### src/rtl/tlbctl_pkg.sv
package tlbctl_pkg;
  localparam int REG_W        = 32;
  localparam int VPN_W        = 20;
  localparam int PFN_W        = 20;
  localparam int PTE_VPN_LSB  = 2;
  localparam int CTL_PID_LSB  = 4;
  localparam int CTL_WE_BIT   = 18;
  localparam int CTL_RD_BIT   = 19;
  localparam int CTL_WAY_LSB  = 20;
  localparam int ACC_FLAG_LSB = 20;
  localparam int ACC_GLB_BIT  = 24;
  localparam int ACC_KEEP_LSB = 25;

  localparam logic [1:0] SEL_PTE = 2'd0;
  localparam logic [1:0] SEL_ACC = 2'd1;
  localparam logic [1:0] SEL_CTL = 2'd2;

  localparam logic [REG_W-1:0] PTE_VPN_MASK = 32'h003F_FFFC;

  // A page is mappable unless it lies in the top quarter of the page space.
  function automatic logic page_mappable(input logic [VPN_W-1:0] vpn);
    return vpn[VPN_W-1 -: 2] != 2'b11;
  endfunction

  // Entry-address write: page-number field keeps its previous read-back.
  function automatic logic [REG_W-1:0] pte_merge(input logic [REG_W-1:0] wr,
                                                 input logic [REG_W-1:0] old);
    return (wr & ~PTE_VPN_MASK) | (old & PTE_VPN_MASK);
  endfunction
endpackage

### src/rtl/tlbctl_writer.sv
module tlbctl_writer
  import tlbctl_pkg::*;
#(
  parameter int PID_W = 8,
  parameter int WAY_W = 2,
  parameter int SET_W = 4
) (
  input  logic                   acc_wr,
  input  logic                   ctl_we_flag,
  input  logic [WAY_W-1:0]       way,
  input  logic [VPN_W-1:0]       vpn_sh,
  input  logic [PID_W-1:0]       pid_sh,
  input  logic                   glb,
  input  logic [3:0]             flags,
  input  logic [PFN_W-1:0]       pfn,
  output logic                   we,
  output logic [WAY_W+SET_W-1:0] idx,
  output logic [VPN_W-1:0]       o_vpn,
  output logic [PID_W-1:0]       o_pid,
  output logic                   o_glb,
  output logic                   o_valid,
  output logic [3:0]             o_flags,
  output logic [PFN_W-1:0]       o_pfn,
  output logic [WAY_W-1:0]       way_next
);
  always_comb begin
    we       = acc_wr && ctl_we_flag;
    idx      = {way, vpn_sh[SET_W-1:0]};
    o_vpn    = vpn_sh;
    o_pid    = pid_sh;
    o_glb    = glb;
    o_valid  = page_mappable(vpn_sh);
    o_flags  = flags;
    o_pfn    = pfn;
    way_next = way + 1'b1;
  end
endmodule

### src/rtl/tlbctl_reader.sv
module tlbctl_reader #(
  parameter int WAY_W = 2,
  parameter int SET_W = 4
) (
  input  logic                   clk,
  input  logic                   rst_n,
  input  logic                   trig,
  input  logic [WAY_W-1:0]       way,
  input  logic [SET_W-1:0]       set_sh,
  output logic                   re,
  output logic [WAY_W+SET_W-1:0] idx,
  output logic                   load
);
  assign re  = trig;
  assign idx = {way, set_sh};

  always_ff @(posedge clk or negedge rst_n) begin
    if (!rst_n) load <= 1'b0;
    else        load <= trig;
  end

  p_busy_after_fetch_r7: assert property (@(posedge clk) disable iff (!rst_n)
    trig |=> load);
  p_busy_single_r7: assert property (@(posedge clk) disable iff (!rst_n)
    !trig |=> !load);
endmodule

### src/rtl/tlbctl_front.sv
module tlbctl_front
  import tlbctl_pkg::*;
#(
  parameter int PID_W = 8,
  parameter int WAYS  = 4,
  parameter int SETS  = 16,
  localparam int WAY_W = $clog2(WAYS),
  localparam int SET_W = $clog2(SETS),
  localparam int IDX_W = WAY_W + SET_W
) (
  input  logic             clk,
  input  logic             rst_n,
  input  logic [1:0]       reg_addr,
  input  logic [31:0]      reg_wdata,
  input  logic             reg_we,
  output logic [31:0]      reg_rdata,
  output logic             busy,
  output logic             tlb_we,
  output logic [IDX_W-1:0] tlb_widx,
  output logic [19:0]      tlb_wvpn,
  output logic [PID_W-1:0] tlb_wpid,
  output logic             tlb_wglobal,
  output logic             tlb_wvalid,
  output logic [3:0]       tlb_wflags,
  output logic [19:0]      tlb_wpfn,
  output logic             tlb_re,
  output logic [IDX_W-1:0] tlb_ridx,
  input  logic [19:0]      tlb_rvpn,
  input  logic [PID_W-1:0] tlb_rpid,
  input  logic             tlb_rglobal,
  input  logic [3:0]       tlb_rflags,
  input  logic [19:0]      tlb_rpfn
);
  logic [REG_W-1:0] pte_rb, acc_rb, ctl_rb;
  logic [VPN_W-1:0] vpn_sh;
  logic [PID_W-1:0] pid_sh;
  logic [WAY_W-1:0] way_next;

  // Named bus events
  logic wr_pte, wr_acc, wr_ctl, fetch_trig;
  assign wr_pte     = reg_we && (reg_addr == SEL_PTE);
  assign wr_acc     = reg_we && (reg_addr == SEL_ACC);
  assign wr_ctl     = reg_we && (reg_addr == SEL_CTL);
  assign fetch_trig = wr_ctl && reg_wdata[CTL_RD_BIT];

  tlbctl_writer #(.PID_W(PID_W), .WAY_W(WAY_W), .SET_W(SET_W)) u_writer (
    .acc_wr      (wr_acc),
    .ctl_we_flag (ctl_rb[CTL_WE_BIT]),
    .way         (ctl_rb[CTL_WAY_LSB +: WAY_W]),
    .vpn_sh      (vpn_sh),
    .pid_sh      (pid_sh),
    .glb         (reg_wdata[ACC_GLB_BIT]),
    .flags       (reg_wdata[ACC_FLAG_LSB +: 4]),
    .pfn         (reg_wdata[PFN_W-1:0]),
    .we          (tlb_we),
    .idx         (tlb_widx),
    .o_vpn       (tlb_wvpn),
    .o_pid       (tlb_wpid),
    .o_glb       (tlb_wglobal),
    .o_valid     (tlb_wvalid),
    .o_flags     (tlb_wflags),
    .o_pfn       (tlb_wpfn),
    .way_next    (way_next)
  );

  tlbctl_reader #(.WAY_W(WAY_W), .SET_W(SET_W)) u_reader (
    .clk    (clk),
    .rst_n  (rst_n),
    .trig   (fetch_trig),
    .way    (reg_wdata[CTL_WAY_LSB +: WAY_W]),
    .set_sh (vpn_sh[SET_W-1:0]),
    .re     (tlb_re),
    .idx    (tlb_ridx),
    .load   (busy)
  );

  always_ff @(posedge clk or negedge rst_n) begin
    if (!rst_n) begin
      pte_rb <= '0;
      acc_rb <= '0;
      ctl_rb <= '0;
      vpn_sh <= '0;
      pid_sh <= '0;
    end else begin
      if (wr_pte) begin
        pte_rb <= pte_merge(reg_wdata, pte_rb);
        vpn_sh <= reg_wdata[PTE_VPN_LSB +: VPN_W];
      end
      if (wr_ctl) begin
        ctl_rb <= reg_wdata;
        pid_sh <= reg_wdata[CTL_PID_LSB +: PID_W];
      end
      if (tlb_we) ctl_rb[CTL_WAY_LSB +: WAY_W] <= way_next;
      if (busy) begin
        acc_rb <= {acc_rb[REG_W-1:ACC_KEEP_LSB], tlb_rglobal, tlb_rflags, tlb_rpfn};
        ctl_rb[CTL_PID_LSB +: PID_W] <= tlb_rpid;
        pte_rb[PTE_VPN_LSB +: VPN_W] <= tlb_rvpn;
      end
    end
  end

  always_comb begin
    case (reg_addr)
      SEL_PTE: reg_rdata = pte_rb;
      SEL_ACC: reg_rdata = acc_rb;
      SEL_CTL: reg_rdata = ctl_rb;
      default: reg_rdata = '0;
    endcase
  end

  p_install_gated_r2: assert property (@(posedge clk) disable iff (!rst_n)
    tlb_we |-> (reg_we && reg_addr == SEL_ACC && ctl_rb[CTL_WE_BIT]));
  p_way_advance_r3: assert property (@(posedge clk) disable iff (!rst_n)
    tlb_we |=> (ctl_rb[CTL_WAY_LSB +: WAY_W] ==
                WAY_W'($past(ctl_rb[CTL_WAY_LSB +: WAY_W]) + 1'b1)));
  p_acc_readback_hold_r4: assert property (@(posedge clk) disable iff (!rst_n)
    (wr_acc && !busy) |=> $stable(acc_rb));
  p_pte_page_hold_r5: assert property (@(posedge clk) disable iff (!rst_n)
    (wr_pte && !busy) |=> $stable(pte_rb[PTE_VPN_LSB +: VPN_W]));
  p_unmappable_invalid_r6: assert property (@(posedge clk) disable iff (!rst_n)
    (tlb_we && tlb_wvpn[19:18] == 2'b11) |-> !tlb_wvalid);
  p_fetch_pid_r8: assert property (@(posedge clk) disable iff (!rst_n)
    (busy && !wr_ctl) |=> (ctl_rb[CTL_PID_LSB +: PID_W] == $past(tlb_rpid)));
endmodule

### config.mk
export PLATFORM = sky130hd
export DESIGN_NAME = tlbctl_front
export DESIGN_NICKNAME = d
export VERILOG_FILES = /design/src/rtl/tlbctl_pkg.sv /design/src/rtl/tlbctl_writer.sv /design/src/rtl/tlbctl_reader.sv /design/src/rtl/tlbctl_front.sv
export SDC_FILE = /design/constraint.sdc
export NUM_CORES = 1
export LEC_CHECK = 0
export ABC_AREA = 1
export BUFFER_PORTS_ARGS = -buffer_cell sky130_fd_sc_hd__buf_4
export CAP_MARGIN = 20
export CORE_ASPECT_RATIO = 0.5
export CORE_MARGIN = 1
export CORE_UTILIZATION = 45
export CTS_BUF_LIST = sky130_fd_sc_hd__clkbuf_16
export DETAILED_ROUTE_END_ITERATION = 10
export GPL_ROUTABILITY_DRIVEN = 0
export PLACE_DENSITY = 0.83
export SETUP_SLACK_MARGIN = 0.1
export SYNTH_ARGS = -nofsm -noshare
export SYNTH_HDL_FRONTEND = slang
export SYNTH_SLANG_ARGS = --single-unit
export TNS_END_PERCENT = 10
### constraint.sdc
create_clock -name clk -period 1.5 [get_ports clk]
set_clock_uncertainty 0.2 [all_clocks]
set_input_delay 0.225 -clock clk [delete_from_list [all_inputs] [get_ports clk]]
set_output_delay 0.225 -clock clk [all_outputs]
set_load 0.02 [all_outputs]
# Word-level counts from Yosys, hierarchy flattened
# Index checks and enable logic that the tools add are counted.
[totals] ff_bits=118 out_inout_bits=101 elab_cells=29
[classes] add_sub_neg=1 eq_ne=3 muxes=6 bitwise_logic=1 reduce_logical=9
[ops] op="$pmux W32 S3" count=1
[ops] op="$mux W22" count=2
[ops] op="$or A32 B22 Y32" count=1
[ops] op="$mux W20" count=1
[ops] op="$mux W8" count=1
[ops] op="$reduce_bool A2 Y1" count=3
[ops] op="$logic_and A1 B1 Y1" count=5
[ops] op="$add A2 B1 Y2 const B" count=1
[ops] op="$eq A2 B1 Y1 const B" count=1
[ops] op="$eq A2 B2 Y1 const B" count=1
[ops] op="$logic_not A2 Y1" count=1
[ops] op="$mux W2" count=1
[ops] op="$ne A2 B2 Y1 const B" count=1

# Logic depth before layout (Yosys ltp)
# Gate-level depths: netlist of run 1.
[depth] depth_word=4 ltp_mapped=6

# Hierarchy
# Synthesis of run 1 repeated with hierarchy kept, for this count alone.
[unflattened] hier_cells=680 hier_area_um2=5632.9
[by_module_without_submodules] module="tlbctl_front" instances=1 cells_each=605 area_each_um2=5079.9 seq_area_each_um2=2927.8
[by_module_without_submodules] module="tlbctl_writer" instances=1 cells_each=67 area_each_um2=475.5 seq_area_each_um2=0.0
[by_module_without_submodules] module="tlbctl_reader" instances=1 cells_each=8 area_each_um2=77.6 seq_area_each_um2=25.0

# Worst setup path after synthesis of run 1
# Ideal clock, no wire load.
[synth_path] kind="input -> output" startpoint="input reg_we" endpoint="output tlb_re" arrival_ns=0.974 required_ns=1.075 slack_ns=0.101 cell_stages=4 n_path_buf=2 cell_sequence="buf_2 > nand3_2 > buf_2 > nor2_1"
[synth_between] elab_chain_len=2
[synth_rtl] element="start: declaration" line_no="tlbctl_front.sv:15" text="input logic reg_we,"
[synth_rtl] element="$logic_and A1 B1 Y1" line_no="tlbctl_front.sv:43" text="assign wr_ctl = reg_we && (reg_addr == SEL_CTL);"
[synth_rtl] element="$logic_and A1 B1 Y1" line_no="tlbctl_front.sv:44" text="assign fetch_trig = wr_ctl && reg_wdata[CTL_RD_BIT];"
[synth_rtl] element="end: declaration" line_no="tlbctl_front.sv:26" text="output logic tlb_re,"
# Every way passes these cells.

# Worst setup path in the final report of run 1
[layout_path] startpoint="register acc_rb[5]" endpoint="output reg_rdata[5]"
[layout_between] elab_chain_len=1
[layout_rtl] element="start: declaration" line_no="tlbctl_front.sv:34" text="logic [REG_W-1:0] pte_rb, acc_rb, ctl_rb;"
[layout_rtl] element="start signal: assignment" line_no="tlbctl_front.sv:95" text="acc_rb <= {acc_rb[REG_W-1:ACC_KEEP_LSB], tlb_rglobal, tlb_rflags, tlb_rpfn};"
[layout_rtl] element="$pmux W32 S3" line_no="tlbctl_front.sv:103" text="case (reg_addr)"
[layout_rtl] element="end: declaration" line_no="tlbctl_front.sv:16" text="output logic [31:0] reg_rdata,"
# Every way passes these cells.

==> flow_metrics.py, run 1 <==
metrics = {
    "outcome": {
        "status": "finished with violations",
        "violations": "setup timing",
    },
    "detailed_routing": {
        "vias_per_cell": 5.570,
        "wl_per_cell_um": 19.00,
        "antenna_left": 0,
        "drcViolationCount": 0,
        "drt_iter0_markers": 905,
        "dr.pass1.iters": 7,
        "routed_wl_um": 20480,
        "num_vias": 6004,
    },
    "synth": {
        "syn_avg_cell_area_um2": 8.282,
        "ys_top_cells_by_area": "dfrtp_1 (55%), nand2_1 (18%), o21ai_0 (6.3%)",
        "synth.largest_area_cell": "dfrtp_1",
        "synth_cells": 649,
        "yosysWarnings": 0,
        "synth-seq-cells": 118,
        "synth_fp_nets": 739,
        "syn_area_um2": 5375,
        "ys_seq_area_frac": 0.5493,
        "synth_top_area_frac": 0.5493,
        "ys_types": 19,
    },
    "power_and_ir_drop": {
        "total_power_mw": 10.96,
        "seqPwrFrac": 0.382,
        "p_leak_nw": 4.359,
        "combPwrFrac": 0.250,
        "cellPowerDensity_nw_per_um2": 1275,
        "p_sw_mw": 3.379,
        "switching_share": 0.3083,
        "irDropWorstVdd_v": 0.001086,
        "clockPowerShare": 0.368,
        "internal-power_mw": 7.580,
    },
    "cells_and_area": {
        "nets": 995,
        "postLayoutCellArea_um2": 8597,
        "area_growth_pct": 59.94,
        "layout_commonest_cell": "nand2_1",
        "final_cell_mix": "nand2_1 (254), buf_4 (165), dfrtp_1 (113)",
        "drive_above_1_share": 0.3061,
        "fillers": 669,
    },
    "sta": {
        "setup_slack_ns": -0.2028,
        "relSlewSlack": 0.7371,
        "period_minus_slack_ns": 1.703,
        "rsz0062_at_grt": "yes",
        "fin_crit_sh": 1.135,
        "max_freq_ghz": 0.5873,
        "holdWs_ns": 0.02257,
        "drv_slew": 0,
        "worst_slew_pin_slew_ns": 0.3902,
        "final_hold_viol_count": 0,
        "setup_viol": 32,
        "fin_tns_setup_ns": -2.664,
    },
    "setup_path": {
        "slowest_delay_ns": 0.34,
        "arrival_ns": 1.28,
        "cp_top_family": "flip-flops",
        "r2r_cells": 2,
        "worst-path-max-fanout": 2,
        "crit_slowest_cell": "dfrtp_1",
        "crit_required_ns": 1.07,
        "r2r_slack_ns": 0.11,
        "worstSetupEndpointType": "output port",
        "r2r-end": "acc_rb[20]",
        "crit_buf_inv": 2,
        "crit_type": "register to output port",
        "timing.rr.start": "u_reader.load",
        "path_cells": "inv_2, o211ai_1, buf_4",
        "startpoint_type": "register",
    },
    "floorplanning": {
        "dieWidth_um": 156.6,
        "io_pins": 191,
        "num_rows": 27,
        "core_um2": 11320,
        "die_h_um": 79.28,
        "die_area_um2": 12410,
        "initial_core_util": 0.4750,
    },
    "worst_hold_path": {
        "hp-class": "input pin to register",
        "hold_start": "reg_wdata[19]",
        "min_path_cells": 3,
        "hold_end": "ctl_rb[19]",
    },
    "placement": {
        "hpwlAfterDp_um": 10500,
        "portBuffers": 190,
        "dpl_cell_area_um2": 6853,
    },
    "global_routing": {
        "grt_util_all_layers": 0.3303,
        "grt_pass1_vias": 6046,
        "gr-total-overflow": 0,
        "grt_pass1_wl_um": 30810,
        "grt_max_degree": 55,
        "grt_antenna_before_repair": 1,
    },
    "cts": {
        "clk_pin_slew_ns": 0.05,
        "cts_tree": "built",
        "clock_path_buffers": 2,
        "cts_root_buf": "clkbuf_16",
        "cts.sinks": 118,
        "clock_latency_ns": 0.40,
        "cts_inserted_buffers": 17,
        "h-tree-depth": 4,
    },
    "job": {
        "maxCapViolations": 0,
    },
}
-- power by group through the flow --
stage               logic [mW]  clock network (mW)  registers [mW]
floorplan                 1.12                   0            4.18
global placement          2.12                   0            4.12
detailed placement        2.18                   0            4.13
CTS                       2.48                4.00            4.10
global route              2.92                4.25            4.22
finish                    2.74                4.03            4.19
-- cells by family after synthesis --
| group | synth area share |
|---|---|
| buffers and inverters | 0.1208 |
| AO/OA/AOI/OAI | 0.09776 |
| flip-flops | 0.5493 |
| AND/OR/NAND/NOR | 0.2321 |
-- final cells by class --
| class | instances | area (µm²) | share of cell area |
|---|---|---|---|
| tap | 159 | 198.9 | 0.02314 |
| timing repair buffer | 309 | 2841 | 0.3305 |
| inverter | 54 | 205.2 | 0.02387 |
| clock buffer | 17 | 425.4 | 0.04948 |
| sequential | 118 | 2959 | 0.3442 |
| multi-input combinational | 405 | 1818 | 0.2115 |
| antenna | 1 | 2.502 | 0.0002911 |
| clock inverter | 15 | 146.4 | 0.01703 |
-- metal layers --
layer / share of wire / vias to the layer above / global-route usage
li1: - / 2521 / -
met1: 0.36 / 2776 / 0.3754
met2: 0.48 / 536 / 0.5594
met3: 0.091 / 171 / 0.07642
met4: 0.072 / 0 / 0.2333
met5: 0 / - / 0
-- synthesized netlist by cell type, drive strengths merged --
| master | n |
|---|---|
| nand2 | 265 |
| dfrtp | 118 |
| o21ai | 69 |
| buf | 61 |
| inv | 54 |
| nand3 | 41 |
| o211ai | 24 |
| clkbuf | 11 |
| nor2 | 6 |
-- what timing repair did --
item                                    in CTS  in global routing
pin swaps                                   34                 19
cloned                                       0                  0
endpoints found under the setup margin      51                 69
hold buffers                                88                  0
gates resized for setup                     34                 43
hold endpoints to repair                   234                  0
buffers inserted                             3                  5
-- worst register-to-register path: stages (launching register included) --
cell and delay, ns:
dfrtp_2 0.52, buf_12 0.23, o21ai_0 0.33
-- worst max path at each step --
stage	start	endpoint	cells past startpoint
after CTS	acc_rb[5]	reg_rdata[5]	3
final	acc_rb[5]	reg_rdata[5]	3
after global routing	acc_rb[5]	reg_rdata[5]	3
after detailed placement	reg_addr[1]	reg_rdata[0]	6
after floorplan	reg_we	tlb_re	4
after global placement	reg_addr[1]	reg_rdata[0]	6
-- flip-flops by register name (all words and copies together) (netlist names) --
register and count:
vpn_sh 20, pid_sh 8, u_reader.load 1, ctl_rb 32
acc_rb 25, pte_rb 32
-- stage by stage --
stage,cells,util,setup slack [ns]
after floorplan,649,-,0.1006
after global placement,949,0.6055,-0.06298
after detailed placement,949,0.6055,-0.06965
after CTS,1072,0.7463,-0.1275
after global routing,1078,0.7596,-0.3564
final,1078,0.7596,-0.2028
No activity file was read; power rests on OpenSTA's default activity.
==> inputs of run 2 (changes only) <==
- PLACE_DENSITY: 0.83 -> 0.86
- SKIP_LAST_GASP: not set -> 1
- clock period: 1.5 -> 1.4 ns (I/O delays scaled with it)
==> run 2 against run 1 <==
Critical path depth is the same. Die area unchanged. The run still ends with setup timing left. Global-route usage is 2.8 points higher. Critical endpoint is now reg_rdata[0]. Flip-flop and latch count stayed put.
==> flow_metrics.py, run 2 (synthesized netlist as in run 1, its figures left out) <==
metrics = {
    "floorplanning": {
        "initial_core_util": 0.4750,
        "dieWidth_um": 156.6,
        "die_h_um": 79.28,
        "num_rows": 27,
        "die_area_um2": 12410,
        "core_um2": 11320,
        "io_pins": 191,
    },
    "sta": {
        "fin_crit_sh": 1.268,
        "setup_slack_ns": -0.3750,
        "setup_viol": 55,
        "rsz0062_at_grt": "yes",
        "max_freq_ghz": 0.5634,
        "drv_slew": 0,
        "relSlewSlack": 0.7188,
        "period_minus_slack_ns": 1.775,
        "final_hold_viol_count": 0,
        "worst_slew_pin_slew_ns": 0.4173,
    },
    "setup_path": {
        "cp_top_family": "flip-flops",
        "startpoint_type": "register",
        "crit_slowest_cell": "dfrtp_1",
        "path_cells": "nand2_1, o211ai_1, buf_4",
        "crit_type": "register to output port",
        "crit_buf_inv": 1,
        "slowest_delay_ns": 0.51,
        "crit_required_ns": 0.99,
        "worstSetupEndpointType": "output port",
        "arrival_ns": 1.37,
        "worst-path-max-fanout": 2,
    },
    "cts": {
        "cts_tree": "built",
        "clk_pin_slew_ns": 0.06,
        "clock_path_buffers": 2,
        "cts_inserted_buffers": 17,
        "cts_root_buf": "clkbuf_16",
        "h-tree-depth": 4,
        "clock_latency_ns": 0.41,
        "cts.sinks": 118,
    },
    "outcome": {
        "violations": "setup timing",
        "status": "finished with violations",
    },
    "placement": {
        "portBuffers": 190,
        "hpwlAfterDp_um": 10770,
        "dpl_cell_area_um2": 6858,
        "placedCellCount": 951,
    },
    "detailed_routing": {
        "antenna_left": 0,
        "num_vias": 6408,
        "drcViolationCount": 0,
        "drt_iter0_markers": 1073,
        "routed_wl_um": 23780,
        "wl_per_cell_um": 21.78,
        "dr.pass1.iters": 7,
        "vias_per_cell": 5.868,
    },
    "global_routing": {
        "grt_util_all_layers": 0.3581,
        "grt_use_met1": 0.4057,
        "grt_antenna_before_repair": 0,
        "grt_pass1_vias": 6138,
        "busiest_layer": "met2",
        "gr-total-overflow": 0,
        "grt.met2_usage": 0.5853,
        "met3_usage": 0.09607,
        "grt_pass1_wl_um": 32840,
        "grt_max_degree": 45,
    },
    "cells_and_area": {
        "fillers": 664,
        "fin_util": 0.7559,
        "drive_above_1_share": 0.3090,
        "largestRegisters": "ctl_rb (32), pte_rb (32), acc_rb (25)",
        "nets": 1009,
        "final_cell_mix": "nand2_1 (257), buf_4 (216), dfrtp_1 (115)",
        "area_growth_pct": 59.15,
        "postLayoutCellArea_um2": 8554,
        "layout_commonest_cell": "nand2_1",
        "fin_cells": 1092,
    },
    "power_and_ir_drop": {
        "cellPowerDensity_nw_per_um2": 1367,
        "p_leak_nw": 4.393,
        "irDropWorstVdd_v": 0.0009173,
        "total_power_mw": 11.70,
    },
    "worst_hold_path": {
        "hp-class": "input pin to asynchronous set/reset pin",
    },
    "job": {
        "maxCapViolations": 0,
    },
}
## run 2: changes by cell type in the layout (fill, tap and decap cells not counted), sizes merged
cell	delta
buf	+12
clkbuf	+2
bufinv	-1
clkinvlp	+1
## run 2: final cells by class
type                    count  area, µm²  share of cell area
multi-input cells         405       1819              0.2127
clock buffers              17      425.4             0.04973
repair buffers            323       2826              0.3304
clock inverters            15      122.6             0.01433
well taps                 159      198.9             0.02326
diodes                      1      2.502           0.0002925
flip-flops and latches    118       2957              0.3456
inverters                  54      202.7             0.02369
## run 2: metal layers
| layer | vias up | wire length (µm) |
|---|---|---|
| li1 | 2552 | - |
| met5 | - | 33 |
| met4 | 2 | 2101 |
| met1 | 2988 | 8070 |
| met3 | 252 | 2884 |
| met2 | 614 | 10690 |
## run 2: power by group
| part | switching [mW] | internal (mW) |
|---|---|---|
| clock network | 1.64 | 2.56 |
| logic | 1.71 | 1.30 |
| registers | 0.472 | 4.03 |
## run 2: repair_timing
item / 4_1_cts / 5_1_grt
gates cloned: 0 / 2
pin swaps: 8 / 17
buffers inserted: 8 / 10
gates resized for setup: 15 / 17
endpoints found under the hold margin: 236 / 0
hold buffers: 88 / 0
endpoints found under the setup margin: 74 / 126
## run 2: metrics by stage
| stage | hold slack [ns] | setup slack [ns] | setup TNS, ns |
|---|---|---|---|
| final | 0.04663 | -0.3750 | -8.303 |
| after global routing | 0.06806 | -0.3909 | -10.24 |
| after CTS | 0.04622 | -0.2013 | -5.479 |
| after detailed placement | -0.06446 | -0.1611 | -7.130 |
| after global placement | -0.06769 | -0.1433 | -5.675 |
| after floorplan | -0.2856 | 0.03235 | 0 |
## run 2: path summary, 6_finish.rpt
check | from | to | slack (ns) | cells past startpoint
max in group asynchronous | rst_n | pte_rb[7] | 0.43 | 3
max reg2reg | ctl_rb[18] | ctl_rb[21] | -0.12 | 7
min reg2reg | pte_rb[8] | pte_rb[8] | 0.28 | 2
max | ctl_rb[0] | reg_rdata[0] | -0.38 | 3
min in group clk | reg_addr[1] | vpn_sh[18] | 0.08 | 5
min | rst_n | pte_rb[15] | 0.05 | 2
